==> config.mk <==
export PLATFORM = sky130hd
export DESIGN_NAME = i2c_scl_timer
export DESIGN_NICKNAME = d
export VERILOG_FILES = /design/src/rtl/i2c_scl_timer.sv
export SDC_FILE = /design/constraint.sdc
export NUM_CORES = 1
export LEC_CHECK = 0
export CAP_MARGIN = 20
export CORE_MARGIN = 1
export CORE_UTILIZATION = 24
export CTS_CLUSTER_DIAMETER = 40
export DETAILED_ROUTE_END_ITERATION = 7
export GPL_TIMING_DRIVEN = 0
export PLACE_DENSITY = 0.54
export SYNTH_ARGS = -nofsm -noshare
export SYNTH_HDL_FRONTEND = slang
export SYNTH_SLANG_ARGS = --single-unit
==> constraint.sdc <==
create_clock -name clk -period 3.6 [get_ports clk]
set_input_delay 1.08 -clock clk [delete_from_list [all_inputs] [get_ports clk]]
set_output_delay 1.08 -clock clk [all_outputs]
set_load 0.1 [all_outputs]
==> src/rtl/i2c_scl_timer.sv <==
module i2c_scl_timer #(
  parameter int OVH = 4
) (
  input  logic        clk,
  input  logic        rst_n,
  input  logic [31:0] cfg_word,
  input  logic [31:0] tim_a,
  input  logic [31:0] tim_b,
  input  logic [31:0] tim_c,
  input  logic [31:0] tim_d,
  input  logic        req_valid,
  input  logic [1:0]  req_kind,
  input  logic        req_bit,
  output logic        scl_low,
  output logic        sda_low,
  output logic        busy,
  output logic        done
);
  localparam int FLD_W = 8;
  localparam int CNT_W = FLD_W + 1;

  typedef enum logic [3:0] {
    S_IDLE, S_SSU, S_SHD, S_RLS, S_LOW, S_LOWX, S_HIGH, S_HIGHX, S_PLO, S_PSU
  } st_t;

  localparam logic [1:0] K_START  = 2'd0;
  localparam logic [1:0] K_BIT    = 2'd1;
  localparam logic [1:0] K_RSTART = 2'd2;
  localparam logic [1:0] K_STOP   = 2'd3;

  st_t              st;
  logic [FLD_W-1:0] pre;
  logic [CNT_W-1:0] tcnt;
  logic             bit_q;

  logic [FLD_W-1:0] ssu, shd, psu, dsu, tl, th, div, rel, dhd;
  logic [2:0]       flt;
  assign ssu = tim_a[31:24];
  assign shd = tim_a[23:16];
  assign psu = tim_a[15:8];
  assign dsu = tim_b[31:24];
  assign tl  = tim_b[15:8];
  assign th  = tim_b[7:0];
  assign div = tim_c[23:16];
  assign rel = tim_c[7:0];
  assign dhd = tim_d[7:0];
  assign flt = cfg_word[18:16];

  logic unused_fields;
  assign unused_fields = ^{cfg_word[31:19], cfg_word[15:0], tim_a[7:0],
                           tim_b[23:16], tim_c[31:24], tim_c[15:8], tim_d[31:8]};

  logic [CNT_W-1:0] lo_cnt, lo_data, lo_ticks, xlim, target, tnext;
  assign lo_cnt   = {1'b0, tl} + CNT_W'(1);
  assign lo_data  = {1'b0, dhd} + {1'b0, dsu};
  assign lo_ticks = (lo_data > lo_cnt) ? lo_data : lo_cnt;
  assign xlim     = CNT_W'(OVH) + CNT_W'(flt);
  assign tnext    = tcnt + CNT_W'(1);

  always_comb begin
    case (st)
      S_SSU:            target = {1'b0, ssu} + CNT_W'(1);
      S_SHD:            target = {1'b0, shd} + CNT_W'(1);
      S_RLS:            target = {1'b0, rel} + CNT_W'(1);
      S_LOW:            target = lo_ticks;
      S_HIGH:           target = {1'b0, th} + CNT_W'(1);
      S_LOWX, S_HIGHX:  target = xlim;
      S_PLO:            target = lo_cnt;
      S_PSU:            target = {1'b0, psu} + CNT_W'(1);
      default:          target = CNT_W'(1);
    endcase
  end

  logic xphase, tick, step, phase_end, hold_hit, scl_high_bit;
  assign busy         = (st != S_IDLE);
  assign xphase       = (st == S_LOWX) || (st == S_HIGHX);
  assign tick         = (pre == div);
  assign step         = xphase || tick;
  assign phase_end    = busy && step && (tnext == target);
  assign hold_hit     = (st == S_LOW) && tick && (tnext == {1'b0, dhd});
  assign scl_high_bit = (st == S_HIGH) || (st == S_HIGHX);

  always_ff @(posedge clk or negedge rst_n) begin
    if (!rst_n) begin
      st      <= S_IDLE;
      pre     <= '0;
      tcnt    <= '0;
      bit_q   <= 1'b0;
      scl_low <= 1'b0;
      sda_low <= 1'b0;
      done    <= 1'b0;
    end else begin
      done <= 1'b0;
      if (!busy) begin
        if (req_valid) begin
          bit_q <= req_bit;
          pre   <= '0;
          tcnt  <= '0;
          case (req_kind)
            K_START:  st <= S_SSU;
            K_BIT: begin
              st <= S_LOW;
              if (dhd == '0) sda_low <= !req_bit;
            end
            K_RSTART: begin
              st      <= S_RLS;
              sda_low <= 1'b0;
            end
            K_STOP: begin
              st      <= S_PLO;
              sda_low <= 1'b1;
            end
            default: st <= S_IDLE;
          endcase
        end
      end else begin
        if (hold_hit) sda_low <= !bit_q;
        if (phase_end) begin
          pre  <= '0;
          tcnt <= '0;
          case (st)
            S_SSU: begin
              sda_low <= 1'b1;
              st      <= S_SHD;
            end
            S_SHD: begin
              scl_low <= 1'b1;
              done    <= 1'b1;
              st      <= S_IDLE;
            end
            S_RLS: begin
              scl_low <= 1'b0;
              st      <= S_SSU;
            end
            S_LOW:  st <= S_LOWX;
            S_LOWX: begin
              scl_low <= 1'b0;
              st      <= S_HIGH;
            end
            S_HIGH: st <= S_HIGHX;
            S_HIGHX: begin
              scl_low <= 1'b1;
              done    <= 1'b1;
              st      <= S_IDLE;
            end
            S_PLO: begin
              scl_low <= 1'b0;
              st      <= S_PSU;
            end
            S_PSU: begin
              sda_low <= 1'b0;
              done    <= 1'b1;
              st      <= S_IDLE;
            end
            default: st <= S_IDLE;
          endcase
        end else begin
          if (step) tcnt <= tnext;
          if (!xphase) pre <= tick ? '0 : pre + FLD_W'(1);
        end
      end
    end
  end
endmodule

* After elaboration in Yosys (flattened, before gate mapping) *
Cells that the tools add are included.

operators by class
  $add $sub $neg = 10
  $lt $le $gt $ge = 1
  eq/ne operators = 19
  multiplexer cells = 27
  bitwise logic cells = 1
  reductions and logical operators = 24

operators with widths
  cell                   number
  $pmux W9 S8            1
  $add A8 B1 Y9 const B  6
  $mux W9                5
  $mux W8                5
  $pmux W4 S6            1
  $eq A4 B3 Y1 const B   4
  $pmux W4 S4            1
  $mux W4                3
  $add A8 B8 Y9          1
  $add A9 B1 Y9 const B  1
  $eq A9 B8 Y1           1
  $eq A9 B9 Y1           1
  $gt A9 B9 Y1           1
  $add A8 B1 Y8 const B  1
  $eq A4 B2 Y1 const B   2
  $eq A4 B4 Y1 const B   2
  $eq A8 B8 Y1           1
  $logic_not A8 Y1       1
  $mux W1                8
  $reduce_and A2 Y1      4
  $reduce_bool A4 Y1     2
  $reduce_and A3 Y1      2
  $reduce_or A3 Y1       2
  $add A3 B3 Y4 const A  1
  other kinds (16)       25

storage, ports and cells
  bits in registers = 25
  input port bits = 166

* Depth between registers and ports, before layout *
  word-level depth = 8
  gate-level depth with buffers = 22
  depth with buffers taken out = 20

* Worst setup path before layout *
Ideal clock, no wire load.

  kind = input-to-reg
  from = in tim_b[24]
  to = reg pre[0]
  arrival time = 4.920 ns
  required time = 3.475 ns
  setup slack = -1.445 ns
  stages on the path = 20
  buffers on the path = 2
  path through = ha_1 -> fa_1 -> a211oi_1 -> o21bai_1 -> a21oi_1 -> xnor2_1 -> ha_1 -> nand4_1 -> or3_1 -> o211ai_2 -> mux2_1 -> o211ai_1 -> xnor2_1 -> nand3_1 -> nor4b_2 -> and4_1 -> buf_4 -> buf_6 -> o21ai_1 -> mux2_2

between the ends
  longest elaborated chain between the ends = 8

RTL lines
  item                                                           line  text
  start: declaration                                             8     input logic [31:0] tim_b,
  $add A8 B8 Y9 (*)                                              55    assign lo_data = {1'b0, dhd} + {1'b0, dsu};
  $gt A9 B9 Y1                                                   56    assign lo_ticks = (lo_data > lo_cnt) ? lo_data : lo_cnt;
  $mux W9 (*)                                                    56
  $pmux W9 S8 (*)                                                61    case (st)
  $eq A9 B9 Y1 (*)                                               79    assign phase_end = busy && step && (tnext == target);
  $logic_and A1 B1 Y1 (*)                                        79
  $ne A3 B2 Y1 (no line) / $mux W8 (equally long branches)       --
  $reduce_and A2 Y1 (no line) / $mux W8 (equally long branches)  --
  end signal: assignment                                         159   if (!xphase) pre <= tick ? '0 : pre + FLD_W'(1);
  end: declaration                                               32    logic [FLD_W-1:0] pre;

Every way passes the cells marked *; elsewhere a longest branch is shown, timed or not.
A chain may end at the register's enable or synchronous reset.

* Final worst setup path *
  from = in tim_b[24]
  to = reg tcnt[2]

between the ends
  longest elaborated chain between the ends = 8

RTL lines
  item                                                           line  text
  $add A8 B8 Y9 (*)                                              55
  $gt A9 B9 Y1                                                   56
  $mux W9 (*)                                                    56
  $pmux W9 S8 (*)                                                61
  $eq A9 B9 Y1 (*)                                               79
  $logic_and A1 B1 Y1 (*)                                        79
  $ne A3 B1 Y1 (no line) / $mux W9 (equally long branches)       --
  $reduce_and A2 Y1 (no line) / $mux W9 (equally long branches)  --
  end signal: assignment                                         158   if (step) tcnt <= tnext;
  end: declaration                                               33    logic [CNT_W-1:0] tcnt;

Marked as above.

==> results.json <==
{
  "outcome": "finished, violations left",
  "violations": "setup timing",
  "crit_required_ps": 3750,
  "report.final.slew_viol_count": 0,
  "grt_pass1_wl_um": 19600,
  "hold_viol_final": 0,
  "swShare": 0.444,
  "clock_latency_ps": 260,
  "fmax_mhz": 195,
  "seq_area_frac_synth": 0.178,
  "arrival_ps": 5270,
  "switchingPower_w": 0.000919,
  "cp_top_family": "compound AO/OA/AOI/OAI gates",
  "cts_hold_buf": 0,
  "worstSetupEndpointType": "flip-flop",
  "finalSetupTns_ps": -34210,
  "io_pins": 170,
  "ant_nets": 0,
  "insertedDiodeCount": 0,
  "critPathKind": "input port to flip-flop",
  "r2r_end": "tcnt[2]$_DFFE_PN0P_",
  "syn-cell-area_mm2": 0.00351,
  "setup_slack_ps": -1530,
  "gp_congestion": 0.837,
  "clockBufferDepth": 2,
  "vdd_drop_max_mv": 0.241,
  "hp-class": "flip-flop to flip-flop",
  "reg2reg_from": "st[2]$_DFFE_PN0P_",
  "portBuffers": 84,
  "routedLengthMet1_um": 5920,
  "synthFlopType": "dfrtp_1",
  "internal_power_w": 0.00115,
  "synth-edff-count": 0,
  "yosysWarnings": 0,
  "setup_viol_count_final": 24,
  "power-per-cell-area_mw_per_mm2": 393,
  "area_delta_synth_final_pct": 50.1,
  "yosys.cell_types.count": 83,
  "synth.avg_cell_area_um2": 8.02,
  "p_seq_frac": 0.222,
  "vias_per_cell": 5.25,
  "wirelength_um": 12500,
  "overflow": 0,
  "vias": 3836,
  "antenna_found_initial": 0,
  "drc_errors": 0,
  "cts_tree": "built",
  "maxUsedRoutingLayer": "met4",
  "htree_num_levels": 1,
  "clock-sinks": 25,
  "syn_nets": 625,
  "die_w_um": 123,
  "cts_made_buffers": 3,
  "critPathBufInv": 3,
  "die-area_mm2": 0.0151,
  "drt-pass1-iter-count": 4,
  "synth-seq-cells": 25,
  "cap_viol_max_count": 0,
  "fin_crit_sh": 1.42,
  "min_period_ps": 5130,
  "crit_slowest_cell": "fa_2",
  "place_hpwl_um": 9370,
  "async_reset_ff_frac": 1.00,
  "num_rows": 43,
  "num-nets-final": 740,
  "worst_path_largest_cell_delay_ps": 370,
  "path_cells": "buf_8 -> ha_4 -> fa_2 -> a211oi_2 -> o21bai_1 -> a21boi_1 -> o21bai_1 -> ha_1 -> a211oi_2 -> o211ai_1 -> o211ai_4 -> mux2_4 -> o211ai_1 -> xnor2_1 -> nand3_1 -> nor4b_4 -> and4_1 -> buf_6 -> buf_12 -> nor4b_4 -> a221o_1",
  "startpoint_type": "input port",
  "rsz0062_at_grt": "yes",
  "reg2reg_slack_ps": -460,
  "worst_pin_slew_ps": 968,
  "grt_pass1_vias": 3756,
  "syn_inst": 437,
  "clock_power_share": 0.123,
  "cp_num_cells": 21,
  "cp_max_fo": 6,
  "cp-startpoint": "tim_b[24]",
  "clk_pin_slew_ps": 70,
  "worstSetupEndpoint": "tcnt[2]$_DFFE_PN0P_",
  "combinationalPowerShare": 0.655,
  "wl_met2_um": 5900,
  "slew_headroom": 0.352,
  "post_drt_wl_per_cell_um": 17.1,
  "leakagePower_nw": 2.03,
  "core-area_mm2": 0.0140,
  "grt_max_degree": 16,
  "start_util": 0.250,
  "ctsRootBufferMaster": "clkbuf_16",
  "fillers": 1424,
  "wl_met3_um": 617,
  "ff2ff_path_depth": 18,
  "drive_above_1_share": 0.209,
  "fin_skew_ps": 4.02,
  "die_y_um": 123,
  "finalPower_w": 0.00207,
  "grt_use_total": 0.164,
  "drtIter0Drc": 213
}
-- logic make-up (layout without fill, tap and decap cells) --
family,Yosys count,after routing,share of synthesized area
AO/OA/AOI/OAI,137,137,0.286
XOR/XNOR,42,42,0.105
adder cells (fa/ha/maj),22,22,0.0807
buffers and inverters,35,149,0.0542
flip-flops,25,25,0.178
multiplexers,10,10,0.0293
AND/OR/NAND/NOR,166,166,0.267
-- metrics by stage --
stage	util	hold WS, ps	area, µm²	cells	worst slack [ps]
6_report	0.375	530	5260	731	-1530
5_1_grt	0.375	563	5260	731	-1760
4_1_cts	0.361	516	5070	722	-1540
3_5_place_dp	0.334	502	4700	702	-2340
3_3_place_gp	0.332	486	4670	701	-2320
2_1_floorplan	-	470	3600	437	-1290
-- timing repair --
item                       4_1_cts  5_1_grt
gates resized for setup         55       33
gates cloned                     1        0
hold endpoints to repair         0        0
setup endpoints to repair       25       24
pin swaps                       34       31
setup buffers                   15       10
-- power groups by stage --
stage	Sequential, W	Combinational, W	Clock (W)
after detailed placement	0.000458	0.00117	0
after global placement	0.000459	0.00115	0
final	0.000459	0.00135	0.000255
after global routing	0.000471	0.00148	0.000269
after floorplan	0.000465	0.000830	0
after CTS	0.000456	0.00129	0.000258
-- synthesized netlist by cell type, types with 4 or more instances --
| cell type | instances | area [µm²] |
|---|---|---|
| nor3_1 | 13 | 65.1 |
| a211oi_1 | 10 | 75.1 |
| a2bb2oi_1 | 4 | 35.0 |
| mux2i_1 | 8 | 80.1 |
| dfrtp_1 | 25 | 626 |
| a21o_1 | 7 | 52.6 |
| o211ai_1 | 7 | 52.6 |
| xor2_1 | 16 | 140 |
| nand2_1 | 34 | 128 |
| ha_1 | 21 | 263 |
| inv_1 | 14 | 52.6 |
| buf_6 | 5 | 56.3 |
| a22o_1 | 6 | 52.6 |
| and2_1 | 11 | 68.8 |
| o21bai_1 | 4 | 30.0 |
| a21oi_1 | 20 | 100 |
| nor2b_1 | 6 | 37.5 |
| nor2_1 | 32 | 120 |
| nand2b_1 | 11 | 68.8 |
| or3_1 | 4 | 25.0 |
| o21ai_0 | 17 | 85.1 |
| a31oi_1 | 5 | 31.3 |
| a211o_1 | 4 | 35.0 |
| nand3_1 | 14 | 70.1 |
| nand4_1 | 10 | 62.6 |
| buf_2 | 8 | 40.0 |
| o21ai_1 | 8 | 40.0 |
| xnor2_1 | 26 | 228 |
-- tightest hold or removal path: cells and delay by family (launching register included) --
kind,cells,cell delay (ps)
and+or+nand+nor,1,70
DFF,1,370
AOI/OAI and AO/OA,1,50
-- per-layer routing --
metal / up-vias / track usage
met4: 0 / 0.00915
met1: 1853 / 0.235
li1: 1881 / -
met2: 100 / 0.277
met5: - / 0
met3: 2 / 0.0139
-- cell usage in the layout (no fill, tap or decap), types with 6 or more instances in the layout --
master	count
mux2i_1	7
buf_2	9
a22o_1	6
nor2b_1	6
o211ai_1	7
nand2_1	33
xor2_1	16
a21oi_2	7
o21ai_0	14
ha_1	14
a21oi_1	14
dfrtp_1	25
o21ai_1	8
buf_4	18
nand2b_1	11
a211oi_2	6
and2_1	11
clkdlybuf4s50_1	71
nand4_1	10
xnor2_1	23
a21o_1	7
inv_1	13
buf_6	11
nor3_1	12
nor2_1	32
nand3_1	12
-- worst min-delay path by stage --
stage | cells after the start | startpoint | end
global placement | 2 | tcnt[8]$_DFFE_PN0P_ | tcnt[8]$_DFFE_PN0P_
CTS | 2 | tcnt[8]$_DFFE_PN0P_ | tcnt[8]$_DFFE_PN0P_
detailed placement | 2 | tcnt[8]$_DFFE_PN0P_ | tcnt[8]$_DFFE_PN0P_
global route | 2 | tcnt[8]$_DFFE_PN0P_ | tcnt[8]$_DFFE_PN0P_
floorplan | 2 | tcnt[8]$_DFFE_PN0P_ | tcnt[8]$_DFFE_PN0P_
finish | 2 | tcnt[8]$_DFFE_PN0P_ | tcnt[8]$_DFFE_PN0P_
-- registers in the layout, indices dropped and copies added (netlist names) --
signal   count
sda_low      1
pre          8
st           4
scl_low      1
done         1
tcnt         9
bit_q        1
-- cell type report --
type                            instances  area (µm²)  area share
Clock buffer                            4        78.8      0.0150
Inverter                               15        56.3      0.0107
Buffer                                 20         156      0.0297
Timing Repair Buffer                  110        1110       0.212
Tap cell                              180         225      0.0428
Multi-Input combinational cell        377        3010       0.571
Sequential cell                        25         626       0.119
Note: power is estimated with default switching activity, not from simulation.
